`config.mk`:
```
export PLATFORM = sky130hd
export DESIGN_NAME = fb_pixel_formatter
export DESIGN_NICKNAME = d
export VERILOG_FILES = /design/src/rtl/fbpf_pkg.sv /design/src/rtl/fbpf_cfg_regs.sv /design/src/rtl/fbpf_word_hold.sv /design/src/rtl/fbpf_bus_map.sv /design/src/rtl/fb_pixel_formatter.sv
export SDC_FILE = /design/constraint.sdc
export NUM_CORES = 1
export LEC_CHECK = 0
export BUFFER_PORTS_ARGS = -buffer_cell sky130_fd_sc_hd__buf_2
export CORE_MARGIN = 2
export CORE_UTILIZATION = 49
export DETAILED_ROUTE_END_ITERATION = 16
export HOLD_SLACK_MARGIN = 0.06
export PLACE_DENSITY = 0.77
export SYNTH_ARGS = -nofsm -noshare
export SYNTH_HDL_FRONTEND = slang
export SYNTH_SLANG_ARGS = --single-unit
```
`constraint.sdc`:
```
create_clock -name clk -period 2.15 [get_ports clk]
set_clock_uncertainty 0.1 [all_clocks]
set_input_delay 0.215 -clock clk [delete_from_list [all_inputs] [get_ports clk]]
set_output_delay 0.215 -clock clk [all_outputs]
set_load 0.03 [all_outputs]
```
`src/rtl/fbpf_pkg.sv`:
```
package fbpf_pkg;

   localparam int PIX24_W = 24;
   localparam int HALF_W  = 16;

   typedef enum logic [1:0] {
      FMT_565  = 2'd0,
      FMT_RSV1 = 2'd1,
      FMT_RSV2 = 2'd2,
      FMT_888  = 2'd3
   } pix_fmt_e;

   typedef enum logic [1:0] {
      LANE_16 = 2'd0,
      LANE_8  = 2'd1,
      LANE_18 = 2'd2,
      LANE_24 = 2'd3
   } lane_e;

   typedef struct packed {
      pix_fmt_e fmt;
      lane_e    lane;
   } mode_t;

   // Configurations the datapath cannot honour.
   function automatic logic mode_illegal(mode_t m);
      return (m.fmt == FMT_RSV1) || (m.fmt == FMT_RSV2) ||
             ((m.fmt == FMT_888) && (m.lane == LANE_8));
   endfunction

endpackage

```
`src/rtl/fbpf_cfg_regs.sv`:
```
module fbpf_cfg_regs
   import fbpf_pkg::*;
#(
   parameter int NB = 4
) (
   input  logic          clk,
   input  logic          rst_n,
   input  logic          wr,
   input  mode_t         mode_in,
   input  logic [NB-1:0] mask_in,
   output mode_t         mode_q,
   output logic [NB-1:0] mask_q,
   output logic          bad_q
);

   always_ff @(posedge clk or negedge rst_n) begin
      if (!rst_n) begin
         mode_q <= '{fmt: FMT_565, lane: LANE_16};
         mask_q <= '1;
         bad_q  <= 1'b0;
      end else if (wr) begin
         mode_q <= mode_in;
         mask_q <= mask_in;
         bad_q  <= mode_illegal(mode_in);
      end
   end

endmodule

```
`src/rtl/fbpf_word_hold.sv`:
```
module fbpf_word_hold #(
   parameter int WORD_W = 32,
   parameter int HALF_W = 16,
   parameter int PIX_W  = 24
) (
   input  logic                  clk,
   input  logic                  rst_n,
   input  logic                  flush,
   input  logic                  pair_mode,
   input  logic                  two_beat,
   input  logic [WORD_W/8-1:0]   mask,
   input  logic                  in_fire,
   input  logic [WORD_W-1:0]     in_word,
   input  logic                  out_fire,
   output logic                  held,
   output logic [PIX_W-1:0]      pix_raw,
   output logic                  beat_hi,
   output logic                  final_beat
);

   localparam int NB     = WORD_W / 8;
   localparam int SLOTS  = WORD_W / HALF_W;
   localparam int SEL_W  = (SLOTS > 1) ? $clog2(SLOTS) : 1;
   localparam int HB     = HALF_W / 8;

   logic [WORD_W-1:0] word_q;
   logic [SLOTS-1:0]  pend_q;
   logic              beat_q;
   logic              vld_q;

   logic [WORD_W-1:0] masked;
   logic [SLOTS-1:0]  slot_ok;
   logic [SLOTS-1:0]  new_pend;
   logic [SLOTS-1:0]  rest_pend;
   logic [SEL_W-1:0]  sel;
   logic              last_slot;
   logic [HALF_W-1:0] half_pix;

   // Byte lanes with a clear mask bit are zeroed on capture.
   for (genvar b = 0; b < NB; b++) begin : g_byte
      assign masked[8*b +: 8] = mask[b] ? in_word[8*b +: 8] : 8'h00;
   end

   // A halfword pixel is emitted only when all of its bytes are enabled.
   for (genvar s = 0; s < SLOTS; s++) begin : g_slot
      assign slot_ok[s] = &mask[HB*s +: HB];
   end

   assign new_pend = pair_mode ? slot_ok : SLOTS'(1);

   // Lowest pending slot goes first.
   always_comb begin
      logic found;
      found = 1'b0;
      sel   = '0;
      for (int s = 0; s < SLOTS; s++) begin
         if (!found && pend_q[s]) begin
            sel   = SEL_W'(s);
            found = 1'b1;
         end
      end
   end

   assign rest_pend  = pend_q & ~(SLOTS'(1) << sel);
   assign last_slot  = (rest_pend == '0);
   assign half_pix   = word_q[HALF_W*sel +: HALF_W];
   assign pix_raw    = pair_mode ? {{(PIX_W-HALF_W){1'b0}}, half_pix}
                                 : word_q[PIX_W-1:0];
   assign held       = vld_q;
   assign beat_hi    = beat_q;
   assign final_beat = (!two_beat || beat_q) && last_slot;

   always_ff @(posedge clk or negedge rst_n) begin
      if (!rst_n) begin
         word_q <= '0;
         pend_q <= '0;
         beat_q <= 1'b0;
         vld_q  <= 1'b0;
      end else if (flush) begin
         pend_q <= '0;
         beat_q <= 1'b0;
         vld_q  <= 1'b0;
      end else if (in_fire) begin
         word_q <= masked;
         pend_q <= new_pend;
         beat_q <= 1'b0;
         vld_q  <= |new_pend;
      end else if (out_fire) begin
         if (two_beat && !beat_q) begin
            beat_q <= 1'b1;
         end else begin
            beat_q <= 1'b0;
            pend_q <= rest_pend;
            vld_q  <= !last_slot;
         end
      end
   end

endmodule

```
`src/rtl/fbpf_bus_map.sv`:
```
module fbpf_bus_map
   import fbpf_pkg::*;
#(
   parameter int BUS_W    = 24,
   parameter bit FILL_MSB = 1'b1
) (
   input  mode_t              mode,
   input  logic [PIX24_W-1:0] pix,
   input  logic               beat_hi,
   output logic [BUS_W-1:0]   bus_data
);

   logic [4:0] r5, b5;
   logic [5:0] g6;
   logic [7:0] r8, g8, b8;
   logic [5:0] r5w6, b5w6;
   logic [7:0] r5w8, g6w8, b5w8;

   assign r5 = pix[15:11];
   assign g6 = pix[10:5];
   assign b5 = pix[4:0];
   assign r8 = pix[23:16];
   assign g8 = pix[15:8];
   assign b8 = pix[7:0];

   // Low-bit fill used when a narrow colour is widened.
   if (FILL_MSB) begin : g_fill_rep
      assign r5w6 = {r5, r5[4]};
      assign b5w6 = {b5, b5[4]};
      assign r5w8 = {r5, r5[4:2]};
      assign g6w8 = {g6, g6[5:4]};
      assign b5w8 = {b5, b5[4:2]};
   end else begin : g_fill_zero
      assign r5w6 = {r5, 1'b0};
      assign b5w6 = {b5, 1'b0};
      assign r5w8 = {r5, 3'b000};
      assign g6w8 = {g6, 2'b00};
      assign b5w8 = {b5, 3'b000};
   end

   always_comb begin
      bus_data = '0;
      if (mode.fmt == FMT_565) begin
         case (mode.lane)
            LANE_16: bus_data[15:0] = pix[15:0];
            LANE_8:  bus_data[7:0]  = beat_hi ? pix[15:8] : pix[7:0];
            LANE_18: bus_data[17:0] = {r5w6, g6, b5w6};
            default: bus_data[23:0] = {r5w8, g6w8, b5w8};
         endcase
      end else begin
         case (mode.lane)
            LANE_16: bus_data[15:0] = {r8[7:3], g8[7:2], b8[7:3]};
            LANE_18: bus_data[17:0] = {r8[7:2], g8[7:2], b8[7:2]};
            LANE_24: bus_data[23:0] = pix;
            default: bus_data       = '0;
         endcase
      end
   end

endmodule

```
`src/rtl/fb_pixel_formatter.sv`:
```
module fb_pixel_formatter
   import fbpf_pkg::*;
#(
   parameter int WORD_W   = 32,
   parameter int BUS_W    = 24,
   parameter bit FILL_MSB = 1'b1
) (
   input  logic                clk,
   input  logic                rst_n,
   input  logic                cfg_wr,
   input  logic [1:0]          cfg_word_len,
   input  logic [1:0]          cfg_bus_width,
   input  logic [WORD_W/8-1:0] cfg_byte_mask,
   input  logic                fifo_clear,
   input  logic                in_valid,
   input  logic [WORD_W-1:0]   in_data,
   output logic                in_ready,
   output logic                out_valid,
   output logic [BUS_W-1:0]    out_data,
   input  logic                out_ready,
   output logic                cfg_err
);

   localparam int NB = WORD_W / 8;

   if (WORD_W != 32) begin : g_bad_word
      $error("fb_pixel_formatter: WORD_W must be 32");
   end
   if (BUS_W < PIX24_W) begin : g_bad_bus
      $error("fb_pixel_formatter: BUS_W must be at least 24");
   end

   mode_t             mode_in, mode_q;
   logic [NB-1:0]     mask_q;
   logic              bad_q;
   logic              flush;
   logic              pair_mode, two_beat;
   logic              held, beat_hi, final_beat;
   logic              in_fire, out_fire;
   logic [PIX24_W-1:0] pix_raw;

   assign mode_in = '{fmt: pix_fmt_e'(cfg_word_len), lane: lane_e'(cfg_bus_width)};

   fbpf_cfg_regs #(.NB(NB)) i_cfg (
      .clk     (clk),
      .rst_n   (rst_n),
      .wr      (cfg_wr),
      .mode_in (mode_in),
      .mask_in (cfg_byte_mask),
      .mode_q  (mode_q),
      .mask_q  (mask_q),
      .bad_q   (bad_q)
   );

   assign flush     = fifo_clear | cfg_wr;
   assign pair_mode = (mode_q.fmt == FMT_565);
   assign two_beat  = pair_mode && (mode_q.lane == LANE_8);

   assign out_valid = held && !bad_q && !flush;
   assign out_fire  = out_valid && out_ready;
   assign in_ready  = !bad_q && !flush && (!held || (out_fire && final_beat));
   assign in_fire   = in_valid && in_ready;
   assign cfg_err   = bad_q;

   fbpf_word_hold #(
      .WORD_W (WORD_W),
      .HALF_W (HALF_W),
      .PIX_W  (PIX24_W)
   ) i_hold (
      .clk        (clk),
      .rst_n      (rst_n),
      .flush      (flush),
      .pair_mode  (pair_mode),
      .two_beat   (two_beat),
      .mask       (mask_q),
      .in_fire    (in_fire),
      .in_word    (in_data),
      .out_fire   (out_fire),
      .held       (held),
      .pix_raw    (pix_raw),
      .beat_hi    (beat_hi),
      .final_beat (final_beat)
   );

   fbpf_bus_map #(
      .BUS_W    (BUS_W),
      .FILL_MSB (FILL_MSB)
   ) i_map (
      .mode     (mode_q),
      .pix      (pix_raw),
      .beat_hi  (beat_hi),
      .bus_data (out_data)
   );

endmodule

```
# Word level (Yosys, flattened, before mapping)
# Cells that the tools add are included.
# totals
input_bits,46
ff_bits,45
romBits,0
word_cells,85
out_inout_bits,27
ram_bits,0
mem_count,0
latch_bits,0
# op_classes
reduce_logical,34
bitwise,4
magnitude_cmp,0
eq_ne,8
div_mod_pow,0
mux,29
n_shift,2
n_mul,0
n_addsub,0
# ops
op,n
24-bit two-way mux,2
16-bit case mux with 3 select lines,1
8-bit case mux with 3 select lines,2
8-bit two-way mux,5
32-bit by 6-bit variable part select with 16-bit output,1
1-bit logical AND,12
6-bit two-way mux,2
1-bit two-way mux,10
2-bit two-way mux,5
2-bit == test (second input constant),4
2-bit case mux with 2 select lines,2
2-bit AND reduction,4
1-bit zero test,7
2-bit by 1-bit == test with 1-bit output (second input constant),3
2-bit zero test,3
1-bit logical OR,4
2-bit OR reduction,2
3-bit by 2-bit inequality test with 1-bit output (second input constant),1
3-bit nonzero test,1
3-bit OR reduction,1
2-bit AND,1
2-bit inverter,1
1-bit by 1-bit left shift with 2-bit output (first input constant),1
1-bit inverter,1
1-bit bitwise OR,1

# Depth between registers and ports, before layout
# Gate-level depths: netlist (run 1).
# depth
word_depth,15
mapped_depth,8
depth_no_buf,5

# Hierarchy
# Synthesis (run 1) repeated with hierarchy kept, for this count alone.
# hier_totals
hier_cells,384
area_unflattened_um2,3305.7
# modules_own_cells
mod,area_each_um2,n_inst,cells_per_inst,seq_area_each_um2
fbpf_word_hold,1808.0,1,184,900.9
fbpf_bus_map,1028.5,1,168,0.0
fbpf_cfg_regs,395.4,1,23,230.2
fb_pixel_formatter,73.8,1,9,0.0

# Worst setup path before layout (run 1)
# No wires, ideal clock.
# synth_path
kind,reg-to-output
startpoint,"register, netlist name i_cfg.mode_q[0]"
endpoint,output in_ready
required_ns,1.835
path_slack_ns,-0.544
arrival_time_ns,2.379
stages_incl_launch_ff,5
path_cell_list,dfrtp_1 buf_4 or4b_4 o211ai_2 a2111oi_0
# synth_via
elab_chain_cells,8
# synth_rtl
item,line,source
2-bit by 1-bit == test with 1-bit output,fb_pixel_formatter.sv:57,assign two_beat = pair_mode && (mode_q.lane == LANE_8);
1-bit logical AND,fb_pixel_formatter.sv:57,
1-bit zero test,fbpf_word_hold.sv:71,assign final_beat = (!two_beat || beat_q) && last_slot;
1-bit logical OR,fbpf_word_hold.sv:71,
1-bit logical AND,fbpf_word_hold.sv:71,
1-bit logical AND,fb_pixel_formatter.sv:61,assign in_ready = !bad_q && !flush && (!held || (out_fire && final_beat));
1-bit logical OR,fb_pixel_formatter.sv:61,
1-bit logical AND,fb_pixel_formatter.sv:61,
to (decl),fb_pixel_formatter.sv:17,"output logic in_ready,"
# No other way between the ends.

# Final worst setup path (run 1)
# layout_path
startpoint,"register, netlist name i_cfg.mode_q[2]"
endpoint,output out_data[7]
# layout_via
elab_chain_cells,5
word_cells_on_any_way,6
# layout_rtl
item,line,source
2-bit zero test *,"fbpf_bus_map.sv:43, fb_pixel_formatter.sv:56",
24-bit two-way mux,fbpf_word_hold.sv:67,"assign pix_raw = pair_mode ? {{(PIX_W-HALF_W){1'b0}}, half_pix}"
8-bit two-way mux,fbpf_bus_map.sv:46,LANE_8: bus_data[7:0] = beat_hi ? pix[15:8] : pix[7:0];
8-bit case mux with 3 select lines,fbpf_bus_map.sv:44,case (mode.lane)
24-bit two-way mux *,fbpf_bus_map.sv:43,if (mode.fmt == FMT_565) begin
to (decl),fb_pixel_formatter.sv:19,"output logic [BUS_W-1:0] out_data,"
# Every way passes the cells marked *; elsewhere a longest branch is shown, timed or not.

==> out/qor.csv, run 1 <==
stage,metric,value,unit
floorplanning,dieArea,6720,sq um
setup_path,worstPathRequired,1840,ps
synthesis,synth_simple_gate_area_share,20.0,%
setup_path,endpoint,out_data[7],
clock_network,clock-sinks,45,
synthesis,ys_seq_elements,45,
synthesis,synth-compound-area-share,24.6,%
final_layout,stdcell_count,589,
setup_path,crit_type,flip-flop to output pin,
sta,fin_setup_tns,-16420,ps
setup_path,cp.arrival,2390,ps
sta,fin_crit,2700,ps
clock_network,path_clk_slew,90,ps
placed_design,place_ws,-317,ps
pwr,seqPwrFrac,34.8,%
synthesis,synth_fa_ha_area_share,0.420,%
clock_network,clockRootBuffer,clkbuf_8,
synthesis,synthMuxAreaShare,11.4,%
synthesis,synth_nets,415,
outcome,violations,setup timing,
outcome,status,"finished, violations left",
final_layout,multi_input_area,2340,sq um
global_route,grt-ovfl-total,0,
placed_design,placed_area,3860,sq um
worst_hold_path,hold_class,primary input to flip-flop,
final_layout,final_common_cell,buf_2,
pwr,powerDensity,712,nW/um^2
setup_path,worstRegToRegCells,9,
floorplanning,io_pins,73,
sta,whs,68.7,ps
sta,relSlewSlack,59.3,%
final_layout,final_cell_mix,"buf_2 (49), nand2_1 (46), buf_4 (43), dfrtp_1 (40), buf_6 (31)",
setup_path,endpoint_kind,output pin,
final_layout,diodes,0,
sta,max_freq,0.370,GHz
floorplanning,die_x,82.0,microns
synthesis,avgSynthCellArea,8.09,sq um
sta,setup_slack,-554,ps
setup_path,r2r-end,i_hold.word_q[11]$_DFFE_PN0P_,
routing,vias,4021,
synthesis,syn_area,2980,sq um
setup_path,cpMostUsedCell,buf_6,
pwr,pwr-share-clk,18.3,%
sta,min_period_over_period,126,%
synthesis,synth-xor-area-share,0,%
final_layout,synthToLayoutAreaGrowth,76.0,%
pwr,p_switching,1.57,mW
clock_network,cts_htree_levels,2,
routing,viasPerCell,6.83,
routing,drcViolationCount,0,
pwr,comb_power_share,46.9,%
setup_path,crit_chain,nor4b_4 -> buf_6 -> mux4_2 -> nor2b_4 -> o32a_4 -> buf_6,
final_layout,final_layout_size_suffix_gt1_share,55.1,%
setup_path,crit_start,i_cfg.mode_q[2]$_DFFE_PN0P_,
sta,slew_violations,0,
synthesis,ys_seq_area_share,38.0,%
job,drv_cap,0,
synthesis,yosysWarnings,0,
synthesis,ys.flop_type,dfrtp_1,
global_route,grt_max_degree,38,
pwr,p_leak,2.24,nW
placed_design,dp.cells,535,
synthesis,async_flop_share,100,%
setup_path,path_max_fanout,8,
pwr,p_int,2.17,mW
global_route,grt_antenna_before_repair,0,
clock_network,clk_path_buf_depth,2,
final_layout,fillers,232,
floorplanning,core,5890,sq um
placed_design,gp_congestion,0.924,
setup_path,r2r-start,i_cfg.mode_q[2]$_DFFE_PN0P_,
floorplanning,rows,28,
pwr,switching_share,42.0,%
global_route,first_global_vias,3210,
synthesis,synth_top_family_by_area,compound AO/OA/AOI/OAI gates,
routing,first_pass_iters,5,
routing,finalWirelength,15000,microns
setup_path,path_buf_inv,2,
routing,drt_iter0_markers,463,
final_layout,regArea,1130,sq um
setup_path,slowest_stage,mux4_2,
global_route,grt_use_total,33.5,%
setup_path,crit_cells,6,
final_layout,stdcell_area,5240,sq um
sta,hold_viol,0,
setup_path,critical-path-top-delay-family,multiplexers,
placed_design,portBuffers,72,
sta,setup_violations,60,
placed_design,hpwl,7380,microns
setup_path,start_kind,flip-flop,
routing,wl_per_cell,25.4,microns
setup_path,worst-r2r-setup-slack,-240,ps
synthesis,synth_cell_type_count,50,
clock_network,cts_buffers,5,
sta,rsz0062_at_grt,true,
global_route,grt_pass1_wl,16800,microns
synthesis,synth_cells,368,
clock_network,clk_latency,300,ps
pwr,vdd_drop_max,0.000679,V
synthesis,synth_edf_count,0,
final_layout,final_nets,560,
clock_network,cts_tree,done,
floorplanning,start_util,50.6,%
floorplanning,fp.dieH,82.0,microns
routing,ant_nets,0,
sta,tightest_slew,611,ps
setup_path,cp_slowest_stage_delay,510,ps
[worst min path at each step]
stage	startpoint	depth (start not counted)	to	slack [ps]
after floorplan	rst_n	0	i_cfg.bad_q$_DFFE_PN0P_	-180
after global placement	rst_n	1	i_hold.word_q[5]$_DFFE_PN0P_	130
after detailed placement	rst_n	1	i_hold.word_q[5]$_DFFE_PN0P_	130
after CTS	in_data[22]	3	i_hold.word_q[22]$_DFFE_PN0P_	60
after global routing	in_data[23]	3	i_hold.word_q[23]$_DFFE_PN0P_	70
final	in_data[20]	3	i_hold.word_q[20]$_DFFE_PN0P_	70
[worst register-to-register path, delay by kind of cell, from the launching register on]
family                 cells  cell delay (ps)
and+or+nand+nor            2              640
buffers and inverters      4              650
AOI/OAI and AO/OA          3              500
DFF                        1              430
[synth_stat cells (2+ instances only)]
library cell	count	area [sq um]
nand3b_1	2	15.0
o21ai_1	10	50.1
buf_4	2	15.0
nand3_1	8	40.0
nand2_1	79	297
mux2_2	9	101
inv_1	5	18.8
o21ai_0	43	215
a21oi_1	30	150
clkbuf_1	17	63.8
nor3_1	6	30.0
clkbuf_2	2	10.0
nor2b_1	3	18.8
a2111oi_0	3	26.3
a22oi_1	2	15.0
mux2i_1	17	170
nor2_1	20	75.1
buf_2	3	15.0
a211oi_1	4	30.0
a21boi_0	2	15.0
a31oi_1	7	43.8
o22ai_1	12	75.1
dfstp_2	4	105
buf_1	2	7.51
mux4_2	3	67.6
buf_6	2	22.5
o221ai_1	3	26.3
dfrtp_1	41	1030
nand2b_1	3	18.8
and2_1	2	12.5
or2_2	3	18.8
[power groups by stage]
stage | sequential [mW] | combinational (mW) | clock, mW
final | 1.30 | 1.75 | 0.684
after global placement | 1.19 | 1.21 | 0
after floorplan | 1.11 | 0.777 | 0
after detailed placement | 1.20 | 1.22 | 0
after CTS | 1.20 | 1.42 | 0.672
after global routing | 1.31 | 1.83 | 0.718
[flip-flops by register name, indices dropped and copies added, names as in the netlist]
signal and count:
i_hold.word_q 32, i_hold.held 1, i_hold.pend_q 2, i_cfg.mode_q 4, i_hold.beat_hi 1, i_cfg.mask_q 4
i_cfg.bad_q 1
[metrics by stage]
step                      utilization (%)  power, mW
after global routing                 89.1       3.85
after global placement               65.6       2.40
after CTS                            76.8       3.29
after detailed placement             65.6       2.42
final                                89.1       3.73
after floorplan                         -       1.89
[layout make-up]
class,count,area share (%)
multi-input cells,289,44.6
repair buffers,167,29.4
flip-flops and latches,45,21.6
well taps,75,1.79
clock buffers,6,1.58
clock inverters,2,0.716
inverters,5,0.358
[cells by family (layout without fill, tap and decap cells)]
kind of cell / after synthesis / count (layout)
AOI/OAI and AO/OA: 125 / 125
DFF: 45 / 45
and+or+nand+nor: 134 / 134
buffers and inverters: 34 / 180
adders and majority gates: 1 / 1
muxes: 29 / 29
[layer usage]
metal  GRT usage (%)  part of all wire, %  up-vias
met5               0                    0        -
met4            11.8                  6.1        0
met3            3.30                  9.5       98
met2            55.1                   48      379
met1            46.0                   36     1919
li1                -                    -     1625
[timing repair]
item,in CTS,in global routing
gates resized for setup,83,120
setup endpoints to repair,25,59
pin swaps,10,32
endpoints found under the hold margin,42,3
setup buffers,4,4
gates cloned,0,11
hold buffers,24,3
(Power assumes the default switching activity.)
==> run 2: changes to the inputs <==
PLACE_DENSITY = not set   (was 0.77)
PLACE_DENSITY_LB_ADDON = 0.05   (was not set)
==> run 2 against run 1 <==
The run still ends with setup timing left. Count of clock-buffer cells in the layout unchanged. Die area unchanged. Register-to-register slack worse by 110 ps. Final cell count increased by 0.51%. Total power fell by 5.2%. Via count down 2.7%.
==> out/qor.csv, run 2 (synthesis results as in run 1) <==
stage,metric,value,unit,change
outcome,status,"finished, violations left",,unchanged
floorplanning,start_util,50.6,%,unchanged
routing,first_pass_iters,7,,was 5
setup_path,endpoint_kind,output pin,,unchanged
clock_network,clockRootBuffer,clkbuf_8,,unchanged
floorplanning,core,5890,sq um,unchanged
setup_path,crit_type,flip-flop to output pin,,unchanged
setup_path,slowest_stage,dfrtp_1,,was mux4_2
final_layout,largest_register,i_hold.word_q,,unchanged
routing,drcViolationCount,0,,unchanged
sta,fin_crit,2760,ps,was 2700 ps
setup_path,start_kind,flip-flop,,unchanged
routing,drt_iter0_markers,420,,was 463
pwr,p_leak,2.20,nW,was 2.24 nW
routing,wl_per_cell,23.0,microns,was 25.4 microns
placed_design,portBuffers,72,,unchanged
setup_path,path_max_fanout,7,,was 8
global_route,first_global_vias,3385,,was 3210
sta,tightest_slew,595,ps,was 611 ps
clock_network,path_clk_slew,100,ps,was 90 ps
clock_network,clock-sinks,45,,unchanged
setup_path,cpMostUsedCell,buf_6,,unchanged
final_layout,synthToLayoutAreaGrowth,72.6,%,was 76.0%
global_route,grt_max_degree,46,,was 38
routing,ant_nets,0,,unchanged
floorplanning,dieArea,6720,sq um,unchanged
setup_path,cp_slowest_stage_delay,430,ps,was 510 ps
pwr,vdd_drop_max,0.000567,V,was 0.000679 V
routing,vias,3913,,was 4021
sta,hold_viol,0,,unchanged
sta,setup_violations,60,,unchanged
final_layout,top_regs,"i_hold.word_q x32, i_cfg.mask_q x4, i_cfg.mode_q x4",,unchanged
floorplanning,fp.dieH,82.0,microns,unchanged
routing,finalWirelength,13600,microns,was 15000 microns
final_layout,final_nets,563,,was 560
sta,slew_violations,0,,unchanged
pwr,finalPower,3.54,mW,was 3.73 mW
global_route,grt_pass1_wl,17400,microns,was 16800 microns
final_layout,diodes,0,,unchanged
routing,viasPerCell,6.61,,was 6.83
floorplanning,rows,28,,unchanged
pwr,powerDensity,689,nW/um^2,was 712 nW/um^2
sta,setup_slack,-606,ps,was -554 ps
floorplanning,die_x,82.0,microns,unchanged
setup_path,cp.arrival,2440,ps,was 2390 ps
clock_network,clk_path_buf_depth,2,,unchanged
global_route,grt_use_total,34.5,%,was 33.5%
worst_hold_path,hold_class,primary input to flip-flop,,unchanged
clock_network,cts_buffers,5,,unchanged
global_route,grt_antenna_before_repair,0,,unchanged
sta,fin_setup_tns,-20530,ps,was -16420 ps
clock_network,cts_tree,done,,unchanged
floorplanning,io_pins,73,,unchanged
sta,min_period_over_period,128,%,was 126%
global_route,grt-ovfl-total,0,,unchanged
outcome,violations,setup timing,,unchanged
placed_design,gp_congestion,0.916,,was 0.924
clock_network,clk_latency,300,ps,about the same
job,drv_cap,0,,unchanged
clock_network,cts_htree_levels,2,,unchanged
placed_design,hpwl,7140,microns,was 7380 microns
setup_path,crit_chain,nor4b_4 -> buf_12 -> buf_6 -> mux2i_1 -> buf_4 -> nand2_4 -> a21oi_4 -> nor4_4 -> buf_6,,was nor4b_4 -> buf_6 -> mux4_2 -> nor2b_4 -> o32a_4 -> buf_6
sta,max_freq,0.363,GHz,was 0.370 GHz
final_layout,largest_reg_flops,32,,unchanged
final_layout,final_cell_mix,"nand2_1 (74), buf_2 (47), dfrtp_1 (41), buf_4 (41), buf_6 (35)",,"was buf_2 (49), nand2_1 (46), buf_4 (43), dfrtp_1 (40), buf_6 (31)"
sta,relSlewSlack,60.4,%,was 59.3%
sta,rsz0062_at_grt,true,,unchanged
final_layout,final_layout_size_suffix_gt1_share,47.4,%,was 55.1%
setup_path,worstPathRequired,1840,ps,about the same
final_layout,final_common_cell,nand2_1,,was buf_2
==> run 2: critical path, delay by kind of cell, from the launching register on <==
family	cells	cell delay, ps
and+or+nand+nor	3	880
DFF	1	430
buffers and inverters	4	680
muxes	1	90
AOI/OAI and AO/OA	1	60
==> run 2: where the power goes <==
group / internal (mW) / switching [mW] / total [mW] / leakage [nW]
Sequential: 0.996 / 0.269 / 1.27 / 0.578
Combinational: 0.795 / 0.930 / 1.73 / 1.58
Clock: 0.230 / 0.320 / 0.550 / 0.0374
==> run 2: cell type report <==
type | instances | area, sq um
flip-flops and latches | 45 | 1130
clock inverters | 2 | 15.0
fillers | 281 | 747
clock buffers | 6 | 72.6
well taps | 75 | 93.8
repair buffers | 170 | 1600
inverters | 5 | 18.8
multi-input cells | 289 | 2200
==> run 2: worst paths after layout <==
path                       cells after the start                             to                          from  slack [ps]
max reg2reg                                   10  i_hold.word_q[20]$_DFFE_PN0P_   i_cfg.mode_q[3]$_DFFE_PN0P_        -350
min reg2reg                                    2   i_hold.word_q[9]$_DFFE_PN0P_  i_hold.word_q[9]$_DFFE_PN0P_         420
min                                            3  i_hold.word_q[27]$_DFFE_PN0P_                   in_data[27]          40
max                                            9                    out_data[8]   i_cfg.mode_q[3]$_DFFE_PN0P_        -610
min in group asynchronous                      3        i_cfg.bad_q$_DFFE_PN0P_                         rst_n         430
max in group asynchronous                      3  i_hold.word_q[12]$_DFFE_PN0P_                         rst_n        1120
==> run 2: through the flow <==
stage	hold slack [ps]	cell area (sq um)	worst slack [ps]	utilization [%]	instances
2_1_floorplan	-181	3110	-144	-	368
3_3_place_gp	227	3860	-290	65.6	533
3_5_place_dp	240	3860	-283	65.6	533
4_1_cts	62.3	4670	-527	79.4	579
5_1_grt	48.1	5140	-679	87.3	592
6_report	41.5	5140	-606	87.3	592
==> run 2: metal layers <==
| layer | track usage [%] | wire (microns) |
|---|---|---|
| met1 | 45.5 | 5090 |
| met2 | 56.9 | 6400 |
| met3 | 5.60 | 1310 |
| met4 | 13.5 | 794 |
| met5 | 0 | 0 |
==> run 2: repair_timing <==
action,CTS,global route
endpoints found under the setup margin,29,60
hold buffers,30,1
endpoints found under the hold margin,70,1
gates cloned,3,6
resized for setup,80,94
pin swaps,20,21
setup buffers,7,7
